## src/rtl/wb_regbank_pkg.sv

```systemverilog
package wb_regbank_pkg;
  localparam int unsigned DW      = 32;
  localparam int unsigned MODE_W  = 16;
  // word addresses of the register slots
  localparam int unsigned W_CTRL   = 0;
  localparam int unsigned W_MODE   = 1;
  localparam int unsigned W_CMD    = 2;
  localparam int unsigned W_STATUS = 3;
  localparam int unsigned W_ID     = 4;
  localparam int unsigned N_REGS   = 5;
  typedef logic [DW-1:0] word_t;
endpackage

```

## src/rtl/wb_regbank_front.sv

```systemverilog
module wb_regbank_front
  import wb_regbank_pkg::*;
#(
  parameter int unsigned ADDR_W   = 8,
  parameter int unsigned RAM_AW   = 4,
  parameter int unsigned RAM_BASE = 16,
  localparam int unsigned WA_W    = ADDR_W - 2
) (
  input  logic            cyc_i,
  input  logic            stb_i,
  input  logic            we_i,
  input  logic [ADDR_W-1:0] adr_i,
  input  logic            rd_ack_i,
  input  logic            wr_ack_i,
  output logic            rd_req_o,
  output logic            wr_req_o,
  output logic [WA_W-1:0] wadr_o,
  output logic            reg_hit_o,
  output logic            ram_sel_o,
  output logic            ack_o,
  output logic            stall_o
);
  logic en;
  logic unused_low_adr;

  assign en             = cyc_i & stb_i;
  assign rd_req_o       = en & ~we_i;
  assign wr_req_o       = en & we_i;
  assign wadr_o         = adr_i[ADDR_W-1:2];
  assign unused_low_adr = ^adr_i[1:0];
  assign reg_hit_o      = wadr_o < WA_W'(N_REGS);
  assign ram_sel_o      = wadr_o[WA_W-1:RAM_AW] == (WA_W-RAM_AW)'(RAM_BASE >> RAM_AW);
  assign ack_o          = rd_ack_i | wr_ack_i;
  assign stall_o        = en & ~ack_o;
endmodule

```

## src/rtl/wb_regbank_regs.sv

```systemverilog
module wb_regbank_regs
  import wb_regbank_pkg::*;
#(
  parameter int unsigned WA_W        = 6,
  parameter word_t       CTRL_PRESET = 32'h0000_00A5,
  parameter word_t       ID_VALUE    = 32'h5EA1_0001
) (
  input  logic              clk_i,
  input  logic              rst_ni,
  input  logic              rd_req_i,
  input  logic              wr_req_i,
  input  logic [WA_W-1:0]   wadr_i,
  input  logic              reg_hit_i,
  input  logic              ram_sel_i,
  input  word_t             wdata_i,
  input  word_t             status_i,
  output word_t             ctrl_o,
  output logic              ctrl_wstb_o,
  output logic [MODE_W-1:0] mode_o,
  output word_t             cmd_o,
  output logic              cmd_wstb_o,
  output logic              wr_ack_o,
  output logic              rd_ack1_o,
  output word_t             rd_dat_o,
  output logic              ram_we_o
);
  logic ram_dly;

  // write process: one execution per low-ack cycle
  always_ff @(posedge clk_i or negedge rst_ni) begin
    if (!rst_ni) begin
      ctrl_o      <= CTRL_PRESET;
      mode_o      <= '0;
      cmd_o       <= '0;
      ctrl_wstb_o <= 1'b0;
      cmd_wstb_o  <= 1'b0;
      wr_ack_o    <= 1'b0;
      ram_we_o    <= 1'b0;
      ram_dly     <= 1'b0;
    end else begin
      ctrl_wstb_o <= 1'b0;
      cmd_wstb_o  <= 1'b0;
      ram_we_o    <= 1'b0;
      if (wr_req_i && !wr_ack_o) begin
        if (ram_sel_i) begin
          if (!ram_dly) begin
            ram_we_o <= 1'b1;
            ram_dly  <= 1'b1;
          end else begin
            ram_dly  <= 1'b0;
            wr_ack_o <= 1'b1;
          end
        end else begin
          wr_ack_o <= 1'b1;
          case (wadr_i)
            WA_W'(W_CTRL): begin ctrl_o <= wdata_i; ctrl_wstb_o <= 1'b1; end
            WA_W'(W_MODE): mode_o <= wdata_i[MODE_W-1:0];
            WA_W'(W_CMD):  begin cmd_o <= wdata_i; cmd_wstb_o <= 1'b1; end
            default: ;
          endcase
        end
      end else begin
        wr_ack_o <= 1'b0;
        ram_dly  <= 1'b0;
      end
    end
  end

  // registered read path for the register slots
  always_ff @(posedge clk_i or negedge rst_ni) begin
    if (!rst_ni) begin
      rd_ack1_o <= 1'b0;
      rd_dat_o  <= '0;
    end else if (rd_req_i && !rd_ack1_o) begin
      rd_ack1_o <= 1'b1;
      case (wadr_i)
        WA_W'(W_CTRL):   rd_dat_o <= ctrl_o;
        WA_W'(W_MODE):   rd_dat_o <= DW'(mode_o);
        WA_W'(W_STATUS): rd_dat_o <= status_i;
        WA_W'(W_ID):     rd_dat_o <= ID_VALUE;
        default:         rd_dat_o <= '0;
      endcase
    end else begin
      rd_ack1_o <= 1'b0;
    end
  end


  reg_write_acks_chk: assert property (@(posedge clk_i) disable iff (!rst_ni)
    wr_req_i && !wr_ack_o && !ram_sel_i |=> wr_ack_o);

  ack_gap_chk: assert property (@(posedge clk_i) disable iff (!rst_ni)
    wr_ack_o |=> !wr_ack_o);

  ctrl_pulse_chk: assert property (@(posedge clk_i) disable iff (!rst_ni)
    ctrl_wstb_o |=> !ctrl_wstb_o);

  cmd_pulse_chk: assert property (@(posedge clk_i) disable iff (!rst_ni)
    cmd_wstb_o |=> !cmd_wstb_o);

  unmapped_write_chk: assert property (@(posedge clk_i) disable iff (!rst_ni)
    wr_req_i && !wr_ack_o && !reg_hit_i && !ram_sel_i
      |=> $stable(ctrl_o) && $stable(mode_o) && $stable(cmd_o));

  read_ack_chk: assert property (@(posedge clk_i) disable iff (!rst_ni)
    rd_req_i && !rd_ack1_o |=> rd_ack1_o);

  ram_write_ack_chk: assert property (@(posedge clk_i) disable iff (!rst_ni)
    ram_we_o && wr_req_i |=> wr_ack_o && !ram_we_o);
endmodule

```

## src/rtl/wb_regbank_ram.sv

```systemverilog
module wb_regbank_ram
  import wb_regbank_pkg::*;
#(
  parameter int unsigned DEPTH = 16,
  localparam int unsigned AW   = $clog2(DEPTH)
) (
  input  logic          clk_i,
  input  logic          we_i,
  input  logic          re_i,
  input  logic [AW-1:0] addr_i,
  input  word_t         wdata_i,
  output word_t         rdata_o
);
  word_t mem [DEPTH];

  always_ff @(posedge clk_i) begin
    if (we_i) mem[addr_i] <= wdata_i;
    if (re_i) rdata_o <= mem[addr_i];
  end
endmodule

```

## src/rtl/wb_regbank.sv

```systemverilog
module wb_regbank
  import wb_regbank_pkg::*;
#(
  parameter int unsigned ADDR_W      = 8,
  parameter int unsigned RAM_DEPTH   = 16,
  parameter int unsigned RAM_BASE    = 16,
  parameter logic [31:0] CTRL_PRESET = 32'h0000_00A5,
  parameter logic [31:0] ID_VALUE    = 32'h5EA1_0001
) (
  input  logic              clk_i,
  input  logic              rst_ni,
  input  logic              wb_cyc_i,
  input  logic              wb_stb_i,
  input  logic              wb_we_i,
  input  logic [ADDR_W-1:0] wb_adr_i,
  input  logic [31:0]       wb_dat_i,
  output logic [31:0]       wb_dat_o,
  output logic              wb_ack_o,
  output logic              wb_stall_o,
  output logic [31:0]       ctrl_o,
  output logic              ctrl_wstb_o,
  output logic [15:0]       mode_o,
  output logic [31:0]       cmd_o,
  output logic              cmd_wstb_o,
  input  logic [31:0]       status_i
);
  localparam int unsigned WA_W   = ADDR_W - 2;
  localparam int unsigned RAM_AW = $clog2(RAM_DEPTH);

  logic            rd_req, wr_req, reg_hit, ram_sel;
  logic            rd_ack, wr_ack, rd_ack1, ram_we, ram_re;
  logic [WA_W-1:0] wadr;
  word_t           rd_dat_q, ram_q;

  wb_regbank_front #(.ADDR_W(ADDR_W), .RAM_AW(RAM_AW), .RAM_BASE(RAM_BASE)) u_front (
    .cyc_i(wb_cyc_i), .stb_i(wb_stb_i), .we_i(wb_we_i), .adr_i(wb_adr_i),
    .rd_ack_i(rd_ack), .wr_ack_i(wr_ack),
    .rd_req_o(rd_req), .wr_req_o(wr_req), .wadr_o(wadr),
    .reg_hit_o(reg_hit), .ram_sel_o(ram_sel),
    .ack_o(wb_ack_o), .stall_o(wb_stall_o)
  );

  wb_regbank_regs #(.WA_W(WA_W), .CTRL_PRESET(CTRL_PRESET), .ID_VALUE(ID_VALUE)) u_regs (
    .clk_i(clk_i), .rst_ni(rst_ni),
    .rd_req_i(rd_req), .wr_req_i(wr_req), .wadr_i(wadr),
    .reg_hit_i(reg_hit), .ram_sel_i(ram_sel),
    .wdata_i(wb_dat_i), .status_i(status_i),
    .ctrl_o(ctrl_o), .ctrl_wstb_o(ctrl_wstb_o), .mode_o(mode_o),
    .cmd_o(cmd_o), .cmd_wstb_o(cmd_wstb_o),
    .wr_ack_o(wr_ack), .rd_ack1_o(rd_ack1), .rd_dat_o(rd_dat_q),
    .ram_we_o(ram_we)
  );

  wb_regbank_ram #(.DEPTH(RAM_DEPTH)) u_ram (
    .clk_i(clk_i), .we_i(ram_we), .re_i(ram_re),
    .addr_i(wadr[RAM_AW-1:0]), .wdata_i(wb_dat_i), .rdata_o(ram_q)
  );

  // read mux: unmapped reads ack at once with zeros
  always_comb begin
    rd_ack   = rd_req;
    wb_dat_o = '0;
    ram_re   = 1'b0;
    if (reg_hit) begin
      wb_dat_o = rd_dat_q;
      rd_ack   = rd_ack1;
    end else if (ram_sel) begin
      wb_dat_o = ram_q;
      ram_re   = rd_req;
      rd_ack   = rd_ack1;
    end
  end


  unmapped_read_chk: assert property (@(posedge clk_i) disable iff (!rst_ni)
    rd_req && !reg_hit && !ram_sel |-> wb_ack_o && wb_dat_o == '0);
endmodule

```

## config.mk

```make
export PLATFORM = sky130hd
export DESIGN_NAME = wb_regbank
export DESIGN_NICKNAME = d
export VERILOG_FILES = /design/src/rtl/wb_regbank_pkg.sv /design/src/rtl/wb_regbank_front.sv /design/src/rtl/wb_regbank_regs.sv /design/src/rtl/wb_regbank_ram.sv /design/src/rtl/wb_regbank.sv
export SDC_FILE = /design/constraint.sdc
export NUM_CORES = 1
export LEC_CHECK = 0
export ABC_AREA = 1
export BUFFER_PORTS_ARGS = -buffer_cell sky130_fd_sc_hd__buf_2
export CAP_MARGIN = 15
export CELL_PAD_IN_SITES_DETAIL_PLACEMENT = 2
export CELL_PAD_IN_SITES_GLOBAL_PLACEMENT = 2
export CORE_ASPECT_RATIO = 0.75
export CORE_MARGIN = 2
export CORE_UTILIZATION = 35
export DETAILED_ROUTE_END_ITERATION = 10
export PLACE_DENSITY = 0.78
export SYNTH_ARGS = -nofsm -noshare
export SYNTH_HDL_FRONTEND = slang
export SYNTH_SLANG_ARGS = --single-unit
```

## constraint.sdc

```tcl
create_clock -name clk_i -period 4.35 [get_ports clk_i]
set_clock_uncertainty 0.15 [all_clocks]
set_input_delay 0.6525 -clock clk_i [delete_from_list [all_inputs] [get_ports clk_i]]
set_output_delay 0.6525 -clock clk_i [all_outputs]
set_load 0.005 [all_outputs]
```

==> impl_results.md <==
* Post-synth EDFFs at 544
* Final net count at 2739
* Clock buffer count from CTS at 67
* CTS resizes at 0
* Ports at 193
* Setup violations, final at 0
* Setup TNS at 0 ns
* Final Hold Viols at 0
* Number of global-route vias before repair at 21900
* Vias at 19100
* Clock sink count at 662
* Worst-path clk slew at 0.06 ns
* Status: completed
* Required time worst endpoint at 3.55 ns
* Cells after synthesis at 2484
* Register area at 19300 um2
* Hold Worst Slack at 0.203 ns
* Worst Reg-to-Reg Cells at 3
* GP Congestion at 0.749
* Largest net degree at the start of global routing at 130
* Die height at 244 um
* Yosys top cell by area: edfxtp_1
* Slew Viols, Final at 0
* Die X at 323 um
* Critical path capture point type: output pin
* First-pass GRT wire length at 135 mm
* RSZ-0062 raised after global routing: no
* Final-layout fill cell count at 7908
* PwrDens at 441 nW/um2
* Library cells used by synthesis at 24
* Seq/Total Area, Yosys at 0.721
* Syn Area/Cell at 10.8 um2
* Routed wire length at 89.5 mm
* Pin slew with the least headroom to its limit at 1.15 ns
* Synth warnings at 0
* Clock tree buffer depth at 3
* Final cycle utilization of the critical path at 0.789
* Worst reg2reg endpoint: u_ram.mem[4][27]$_DFFE_PP_
* Top fanout value on the critical path at 54
* Multi-input logic area at 6590 um2
* Top cells by area, synth: edfxtp_1, nand2_1, dfrtp_1, nand3_1, inv_1
* Skew-Pair Late Insertion Delay at 0.62 ns
* Setup WS pre-CTS at 0.828 ns
* Vias/cell at 5.10
* CTS H-Tree Depth at 3
* Row Count at 87
* DR iter-0 viols at 1298
* Worst R2R Start: u_regs.ram_we_o$_DFF_PN0_
* GRT Util Overall at 0.231
* Setup crit start: wb_adr_i[2]
* Synth cell count leaders: nand2_1, edfxtp_1, nand3_1
* Class of the worst hold path: primary input to register
* Max-cap violations at 0
* Post-layout minimum cycle time at 3.43 ns
* Net Count, Synth at 2561
* Ys async rst share at 0.178
* Most frequent cell after synthesis: nand2_1
* Worst vdd ir at 0.000302 V
* Drt pass-1 iters at 5
* Layout area overhead at 16.9%
* Hold_buf cts at 0
* Setup crit end: wb_dat_o[11]
* Global route total overflow at 0
* Pleak at 0.0131 uW
* Drt drc at 0
* Crit path kind: primary input to output pin
* Top_reg_cell synth: edfxtp_1
* Die area at 78800 um2
* Min setup slack post-route at 0.918 ns
* Startpoint Class: primary input
* #FFs+latches synth at 662
* Initial antenna violation count at 5
* Mapped Area at 26800 um2
* Antenna violation net count after detailed routing at 0
* FMAX at 0.291 GHz
* Starting Density at 0.355
* DP HPWL at 52.8 mm
* Critical Path AT at 2.63 ns
* Post-CTS setup buffer count at 0
* Flop-to-flop setup slack at 2.02 ns
* Routed len/inst at 23.9 um
* Max-Slew Margin vs Limit at 0.235
* Core Box Area at 75400 um2
* CTS tree: yes
* Synth top area share at 0.610
* Port Buffers at 190
* Layout cell share with drive strength beyond 1 at 0.133
* CTS root buf: clkbuf_16
==> final cells by class <==
| type | count | area share |
|---|---|---|
| repair buffers | 228 | 0.0442 |
| inverters | 123 | 0.0150 |
| clock inverters | 27 | 0.0105 |
| well taps | 1023 | 0.0409 |
| multi-input cells | 1580 | 0.211 |
| flip-flops and latches | 662 | 0.616 |
| diodes | 3 | 0.000240 |
| clock buffers | 95 | 0.0623 |
==> power by group <==
| group | total [uW] | internal, uW | leakage, uW | switching [uW] |
|---|---|---|---|---|
| sequential | 6950 | 6910 | 0.00654 | 33.6 |
| combinational | 757 | 196 | 0.00541 | 561 |
| clock | 6120 | 3600 | 0.00111 | 2510 |
| total | 13800 | 10700 | 0.0131 | 3110 |
==> logic make-up (layout without fill, tap and decap cells) <==
| kind of cell | Yosys count | after routing | synth area share |
|---|---|---|---|
| buffers and inverters | 242 | 473 | 0.0390 |
| other | 0 | 3 | 0 |
| AO/OA/AOI/OAI | 115 | 115 | 0.0261 |
| AND/OR/NAND/NOR | 1465 | 1465 | 0.214 |
| flip-flops | 662 | 662 | 0.721 |
==> registers in the layout (all words and copies together), names as in the netlist <==
| name | count |
|---|---|
| u_ram.mem | 512 |
| u_ram.rdata_o | 32 |
| u_regs.cmd_o | 32 |
| u_regs.ctrl_o | 32 |
| u_regs.rd_dat_o | 32 |
| u_regs.mode_o | 16 |
| u_regs.cmd_wstb_o | 1 |
| u_regs.ctrl_wstb_o | 1 |
| u_regs.ram_dly | 1 |
| u_regs.ram_we_o | 1 |
| u_regs.rd_ack1_o | 1 |
| u_regs.wr_ack_o | 1 |
==> layout by cell type (no fill, tap or decap), drive strengths merged <==
cell type and n:
a21oi 2, a22o 32, buf 227, bufinv 8, clkbuf 95, clkinv 19
dfrtp 114, dfstp 4, diode 3, dlygate4sd3 1, edfxtp 544, inv 123
nand2 1271, nand3 156, nand4 1, nor2 35, nor3 1, o21ai 81
or2 1
==> critical path, stage by stage <==
cell     delay (ns)
buf_4          0.32
nor2_2         0.32
inv_1          0.14
a21oi_4        0.45
buf_4          0.38
a22o_1         0.18
buf_2          0.15
==> layer usage <==
metal  vias to the layer above  global-route usage  wire [um]
met5                         -                   0         23
met4                         4              0.0895       3230
met3                       168              0.0355       3450
met2                       409               0.414      46600
met1                      9980               0.276      36200
li1                       8530                   -          -
==> stage by stage <==
stage	utilization	instances	area (um2)	power, uW
floorplan	-	2484	26800	7430
global placement	0.384	3613	29000	7780
detailed placement	0.384	3613	29000	7830
CTS	0.414	3735	31200	14000
global route	0.415	3740	31300	14200
finish	0.415	3741	31300	13800
==> worst min path at each step <==
| stage | from | end | depth (start not counted) | slack, ns |
|---|---|---|---|---|
| after CTS | rst_ni | u_regs.ctrl_o[10]$_DFFE_PN0P_ | 1 | 0.10 |
| after global placement | u_regs.rd_dat_o[5]$_DFFE_PN0P_ | u_regs.rd_dat_o[5]$_DFFE_PN0P_ | 2 | 0.32 |
| after floorplan | rst_ni | u_regs.cmd_o[0]$_DFFE_PN0P_ | 0 | 0.21 |
| after global routing | status_i[24] | u_regs.rd_dat_o[24]$_DFFE_PN0P_ | 5 | 0.21 |
| after detailed placement | u_regs.rd_dat_o[9]$_DFFE_PN0P_ | u_regs.rd_dat_o[9]$_DFFE_PN0P_ | 2 | 0.32 |
| final | status_i[24] | u_regs.rd_dat_o[24]$_DFFE_PN0P_ | 5 | 0.20 |
Power figures use the tool's default switching activity.
